[src/rtl/osc_startup_pkg.sv]
package osc_startup_pkg;
    typedef enum logic [1:0] {
        ST_OFF    = 2'd0,
        ST_COUNT  = 2'd1,
        ST_READY  = 2'd2,
        ST_BYPASS = 2'd3
    } osc_state_e;

    localparam int REG_W    = 32;
    localparam int BIT_PEND = 0;
    localparam int BIT_MASK = 8;
    localparam int EOC_LSB  = 16;
    localparam int BIT_BYP  = 31;
endpackage

[src/rtl/osc_ctl_regs.sv]
module osc_ctl_regs
    import osc_startup_pkg::*;
#(
    parameter int             EOC_W   = 8,
    parameter logic [EOC_W-1:0] EOC_RST = 8'h80
) (
    input  logic             clk,
    input  logic             rst_n,
    input  logic             wr_i,
    input  logic [REG_W-1:0] wdata_i,
    input  logic             done_i,
    output logic [REG_W-1:0] rdata_o,
    output logic [EOC_W-1:0] eoc_o,
    output logic             mask_o,
    output logic             pend_o,
    output logic             byp_o
);
    logic [EOC_W-1:0] eoc_q;
    logic             mask_q;
    logic             pend_q;
    logic             byp_q;

    always_ff @(posedge clk or negedge rst_n) begin
        if (!rst_n) begin
            eoc_q  <= EOC_RST;
            mask_q <= 1'b0;
            byp_q  <= 1'b0;
        end else if (wr_i) begin
            eoc_q  <= wdata_i[EOC_LSB +: EOC_W];
            mask_q <= wdata_i[BIT_MASK];
            byp_q  <= byp_q | wdata_i[BIT_BYP];
        end
    end

    always_ff @(posedge clk or negedge rst_n) begin
        if (!rst_n) begin
            pend_q <= 1'b0;
        end else if (done_i) begin
            pend_q <= 1'b1;
        end else if (wr_i && wdata_i[BIT_PEND]) begin
            pend_q <= 1'b0;
        end
    end

    always_comb begin
        rdata_o                       = '0;
        rdata_o[EOC_LSB +: EOC_W]     = eoc_q;
        rdata_o[BIT_MASK]             = mask_q;
        rdata_o[BIT_PEND]             = pend_q;
        rdata_o[BIT_BYP]              = byp_q;
    end

    assign eoc_o  = eoc_q;
    assign mask_o = mask_q;
    assign pend_o = pend_q;
    assign byp_o  = byp_q;
endmodule

[src/rtl/osc_stab_fsm.sv]
module osc_stab_fsm
    import osc_startup_pkg::*;
#(
    parameter int EOC_W       = 8,
    parameter int SCALE_SHIFT = 9,
    localparam int CNT_W      = EOC_W + SCALE_SHIFT
) (
    input  logic             clk,
    input  logic             rst_n,
    input  logic             en_i,
    input  logic             tick_i,
    input  logic             byp_i,
    input  logic [EOC_W-1:0] eoc_i,
    output logic             done_o,
    output logic             avail_o,
    output logic [CNT_W-1:0] cnt_o,
    output logic [CNT_W-1:0] thr_o
);
    osc_state_e       state_q, state_d;
    logic [CNT_W-1:0] cnt_q, cnt_d;
    logic [CNT_W-1:0] thr;
    logic             reached;

    assign thr     = {eoc_i, {SCALE_SHIFT{1'b0}}};
    assign reached = (cnt_q >= thr);

    always_comb begin
        state_d = state_q;
        cnt_d   = cnt_q;
        done_o  = 1'b0;
        unique case (state_q)
            ST_OFF: begin
                cnt_d = '0;
                if (byp_i)     state_d = ST_BYPASS;
                else if (en_i) state_d = ST_COUNT;
            end
            ST_COUNT: begin
                if (byp_i) begin
                    state_d = ST_BYPASS;
                end else if (!en_i) begin
                    state_d = ST_OFF;
                    cnt_d   = '0;
                end else if (reached) begin
                    state_d = ST_READY;
                    done_o  = 1'b1;
                end else if (tick_i) begin
                    cnt_d = cnt_q + 1'b1;
                end
            end
            ST_READY: begin
                if (byp_i) begin
                    state_d = ST_BYPASS;
                end else if (!en_i) begin
                    state_d = ST_OFF;
                    cnt_d   = '0;
                end
            end
            ST_BYPASS: begin
                state_d = ST_BYPASS;
                cnt_d   = '0;
            end
        endcase
    end

    always_ff @(posedge clk or negedge rst_n) begin
        if (!rst_n) begin
            state_q <= ST_OFF;
            cnt_q   <= '0;
        end else begin
            state_q <= state_d;
            cnt_q   <= cnt_d;
        end
    end

    always_comb begin
        avail_o = byp_i | ((state_q == ST_READY) & en_i);
        cnt_o   = cnt_q;
        thr_o   = thr;
    end
endmodule

[src/rtl/osc_startup_ctrl.sv]
module osc_startup_ctrl
    import osc_startup_pkg::*;
#(
    parameter int             EOC_W       = 8,
    parameter int             SCALE_SHIFT = 9,
    parameter logic [EOC_W-1:0] EOC_RST   = 8'h80
) (
    input  logic        clk,
    input  logic        rst_n,
    input  logic        osc_en_i,
    input  logic        osc_tick_i,
    input  logic        reg_wr_i,
    input  logic [31:0] reg_wdata_i,
    output logic [31:0] reg_rdata_o,
    output logic        clk_avail_o,
    output logic        irq_o
);
    localparam int CNT_W = EOC_W + SCALE_SHIFT;

    logic [EOC_W-1:0] eoc_w;
    logic             mask_w;
    logic             pend_w;
    logic             byp_w;
    logic             done_w;
    logic [CNT_W-1:0] cnt_w;
    logic [CNT_W-1:0] thr_w;

    osc_ctl_regs #(
        .EOC_W   (EOC_W),
        .EOC_RST (EOC_RST)
    ) u_regs (
        .clk     (clk),
        .rst_n   (rst_n),
        .wr_i    (reg_wr_i),
        .wdata_i (reg_wdata_i),
        .done_i  (done_w),
        .rdata_o (reg_rdata_o),
        .eoc_o   (eoc_w),
        .mask_o  (mask_w),
        .pend_o  (pend_w),
        .byp_o   (byp_w)
    );

    osc_stab_fsm #(
        .EOC_W       (EOC_W),
        .SCALE_SHIFT (SCALE_SHIFT)
    ) u_fsm (
        .clk     (clk),
        .rst_n   (rst_n),
        .en_i    (osc_en_i),
        .tick_i  (osc_tick_i),
        .byp_i   (byp_w),
        .eoc_i   (eoc_w),
        .done_o  (done_w),
        .avail_o (clk_avail_o),
        .cnt_o   (cnt_w),
        .thr_o   (thr_w)
    );

    assign irq_o = pend_w & mask_w;
endmodule

[config.mk]
export PLATFORM = sky130hd
export DESIGN_NAME = osc_startup_ctrl
export DESIGN_NICKNAME = d
export VERILOG_FILES = /design/src/rtl/osc_startup_pkg.sv /design/src/rtl/osc_ctl_regs.sv /design/src/rtl/osc_stab_fsm.sv /design/src/rtl/osc_startup_ctrl.sv
export SDC_FILE = /design/constraint.sdc
export NUM_CORES = 1
export LEC_CHECK = 0
export BUFFER_PORTS_ARGS = -buffer_cell sky130_fd_sc_hd__buf_2
export CAP_MARGIN = 0
export CORE_ASPECT_RATIO = 0.6
export CORE_MARGIN = 3
export CORE_UTILIZATION = 45
export CTS_BUF_LIST = sky130_fd_sc_hd__clkbuf_8 sky130_fd_sc_hd__clkbuf_16
export CTS_CLUSTER_SIZE = 10
export DETAILED_ROUTE_END_ITERATION = 6
export PLACE_DENSITY = 0.82
export SLEW_MARGIN = 20
export SYNTH_ARGS = -nofsm -noshare
export SYNTH_HDL_FRONTEND = slang
export SYNTH_SLANG_ARGS = --single-unit
[constraint.sdc]
create_clock -name clk -period 1.9 [get_ports clk]
set_input_delay 0 -clock clk [delete_from_list [all_inputs] [get_ports clk]]
set_output_delay 0 -clock clk [all_outputs]
set_load 0.05 [all_outputs]
==> impl_metrics.toml <==
[finish]
stdcell_area_um2 = 2980
area_delta_synth_final_pct = 44.2
antenna_cells = 0
final_nets = 345
final_util_pct = 70.0
final_layout_size_suffix_gt1_share_pct = 42.1

[placed_design]
dp_hpwl_mm = 4.05
dpl_cell_area_um2 = 2520
portBuffers = 28
place_congestion = 0.943

[cts]
root_buffer = "clkbuf_8"
htree_levels = 2
numCtsBuffers = 5
cts.path.max_buffers = 2
clk_pin_slew_ps = 70
cts_tree = "yes"
clock_latency_ps = 280
clkSinkCount = 30

[worst_setup_path]
arrival_ps = 2280
path_delay_family = "simple AND/OR/NAND/NOR gates"
critical_path.max_stage_delay_ps = 500
cpMaxStageDelayCell = "or4_1"
crit_fanout = 7
regToRegEndpoint = "u_fsm.cnt_o[4]"
r2r_slack_ps = -170
critPathBufInv = 2
cp_cell_sequence = "inv_2 -> ha_4 -> nor2b_4 -> o31ai_4 -> a21oi_2 -> buf_12 -> or4_1 -> o21ai_1"
critPathLaunchType = "register"
path_class = "reg2reg"
end_kind = "register"
critPathRequiredTime_ps = 2110
rr_worst_depth = 8
worstReg2RegStart = "u_regs.eoc_o[1]"

[global_route]
grt_pass1_wl_mm = 9.49
track_usage_pct = 22.8
grt_overflow_total = 0
grt_max_degree = 31
antenna_found_initial = 0
grt_pass1_vias = 1918

[drt]
drtAntennaViolNets = 0
firstDrtPassIters = 4
via_count = 1975
drtIter0Drc = 182
post_drt_wl_per_cell_um = 17.4
vias_per_cell = 5.50
drc_errors = 0
wl_mm = 6.26

[pwr]
peakVddDrop_mv = 0.440
pwr_density_cell_nw_per_um2 = 559
leakagePower_nw = 1.26

[timing]
worst_pin_slew_ps = 808
relSlewSlack_pct = 46.0
drv_slew = 0
skew_ps = 13.1
finalCritPeriodShare_pct = 109
fmax_mhz = 483
hold_viol = 0
setup_slack_ps = -169
final-setup-viol-count = 20
layout_min_cycle_time_ps = 2070
rsz0062_at_grt = "yes"

[floorplan]
die_x_um = 93.5
die-area_um2 = 5470
die_h_um = 58.5
rows = 18
pin_count = 71
core_um2 = 4260
initial_utilization_pct = 48.6

[synth]
synth_area_um2 = 2070
yosysWarnings = 0
ys_seq_area_share_pct = 36.4
synth_ff_type = "dfrtp_1"
yosys.cell_types.count = 45
synth_area_per_cell_um2 = 9.31
synth_edf_count = 0
synth_seq_cells = 30
async_flop_share_pct = 100
syn_inst = 222

[outcome]
violations = "setup timing"
outcome = "finished with violations"

[flow_run]
maxCapViolCount = 0

[min_path]
worstHoldPathCells = 3
hp-start = "osc_en_i"
hold_class = "in2reg"
hold-path-endpoint = "u_fsm.state_q[1]"
final cells by class:
type / count / area, µm²
clock buffer: 5 / 68.8
clock inverter: 3 / 37.5
fill: 295 / 1270
inverter: 13 / 48.8
multi-input combinational: 169 / 1390
sequential: 30 / 759
tap: 60 / 75.1
timing repair buffer: 79 / 604
metal layers:
layer / share of wire [%] / vias up / global-route usage, % / wire (µm)
met2: 47 / 98 / 37.4 / 2920
met1: 42 / 952 / 29.9 / 2610
met4: 2.1 / 0 / 7.31 / 133
met3: 9.5 / 12 / 6.00 / 592
met5: 0 / - / 0 / 0
li1: - / 913 / - / -
power by group:
group | internal, mW | leakage (nW) | switching [mW]
Clock | 0.381 | 0.0607 | 0.241
Combinational | 0.117 | 0.826 | 0.255
Sequential | 0.660 | 0.378 | 0.0114
Total | 1.16 | 1.26 | 0.508
worst register-to-register path: cells and delay by family, from the launching register on:
kind | cells | cell delay, ps
and+or+nand+nor | 2 | 630
AOI/OAI and AO/OA | 3 | 510
DFF | 1 | 410
buffers and inverters | 2 | 240
adders and majority gates | 1 | 200
through the flow:
| stage | hold slack, ps | setup TNS (ps) | power, mW | std cells | worst slack, ps |
|---|---|---|---|---|---|
| 6_report | 62.2 | -2420 | 1.67 | 359 | -169 |
| 5_1_grt | 73.7 | -4060 | 1.74 | 359 | -252 |
| 4_1_cts | 55.0 | -1420 | 1.65 | 356 | -107 |
| 3_5_place_dp | 85.0 | -1160 | 1.00 | 326 | -138 |
| 3_3_place_gp | 80.1 | -463 | 0.996 | 326 | -120 |
| 2_1_floorplan | -296 | -780 | 0.965 | 242 | -102 |
repair_timing:
item / CTS / global route
buffers inserted: 8 / 3
hold buffers: 12 / 0
gates resized for setup: 19 / 13
setup endpoints to repair: 15 / 20
hold endpoints to repair: 40 / 0
pin swaps: 12 / 14
gates cloned: 2 / 0
sequential cells by signal, indices dropped and copies added (netlist names):
signal and flops:
u_regs.pend_o 1, u_fsm.cnt_o 17, u_regs.byp_o 1, u_fsm.state_q 2, u_regs.mask_o 1, u_regs.eoc_o 8
worst max path at each step:
| stage | startpoint | end | slack, ps | cells past startpoint |
|---|---|---|---|---|
| after floorplan | u_regs.eoc_o[7] | u_fsm.cnt_o[4] | -100 | 7 |
| after global placement | u_regs.eoc_o[3] | u_fsm.cnt_o[12] | -120 | 7 |
| after detailed placement | u_regs.eoc_o[3] | u_fsm.cnt_o[12] | -140 | 7 |
| after CTS | u_fsm.cnt_o[0] | u_fsm.cnt_o[14] | -110 | 9 |
| after global routing | u_regs.eoc_o[1] | u_fsm.cnt_o[9] | -250 | 9 |
| final | u_regs.eoc_o[1] | u_fsm.cnt_o[4] | -170 | 8 |
cell usage after synthesis (3+ instances only):
cell	number	area, µm²
a21oi_1	5	25.0
and2_1	3	18.8
buf_4	25	188
dfrtp_1	29	726
ha_1	10	125
inv_1	13	48.8
mux2i_1	7	70.1
nand2_1	22	82.6
nand2b_1	6	37.5
nand3_1	7	35.0
nand4_1	8	50.1
nor2_1	3	11.3
nor2b_1	3	18.8
nor3_1	4	20.0
nor4_1	4	25.0
o21a_1	3	22.5
o21ai_0	15	75.1
o21ai_1	10	50.1
o311ai_1	4	35.0
o31ai_1	7	52.6
logic make-up after synthesis:
| logic type | after synthesis | share of synthesized area [%] |
|---|---|---|
| AO/OA/AOI/OAI | 57 | 19.1 |
| flip-flops | 30 | 36.4 |
| multiplexers | 9 | 4.48 |
| adder cells (fa/ha/maj) | 10 | 6.05 |
| other | 1 | 0.181 |
| AND/OR/NAND/NOR | 71 | 20.4 |
| buffers and inverters | 44 | 13.4 |
placed cells by master (no fill, tap or decap), drive strengths merged, types with 5 or more instances in the layout:
cell | synthesis | routed
dfrtp | 29 | 29
clkbuf | 2 | 5
o21ai | 25 | 25
inv | 13 | 15
nand2b | 6 | 6
conb | 1 | 21
o31ai | 8 | 8
a21oi | 6 | 6
dlygate4sd3 | 0 | 12
nand4 | 8 | 8
nand3 | 7 | 7
ha | 10 | 10
nand2 | 23 | 24
mux2i | 7 | 7
buf | 29 | 67
No activity file was read; power rests on OpenSTA's default activity.
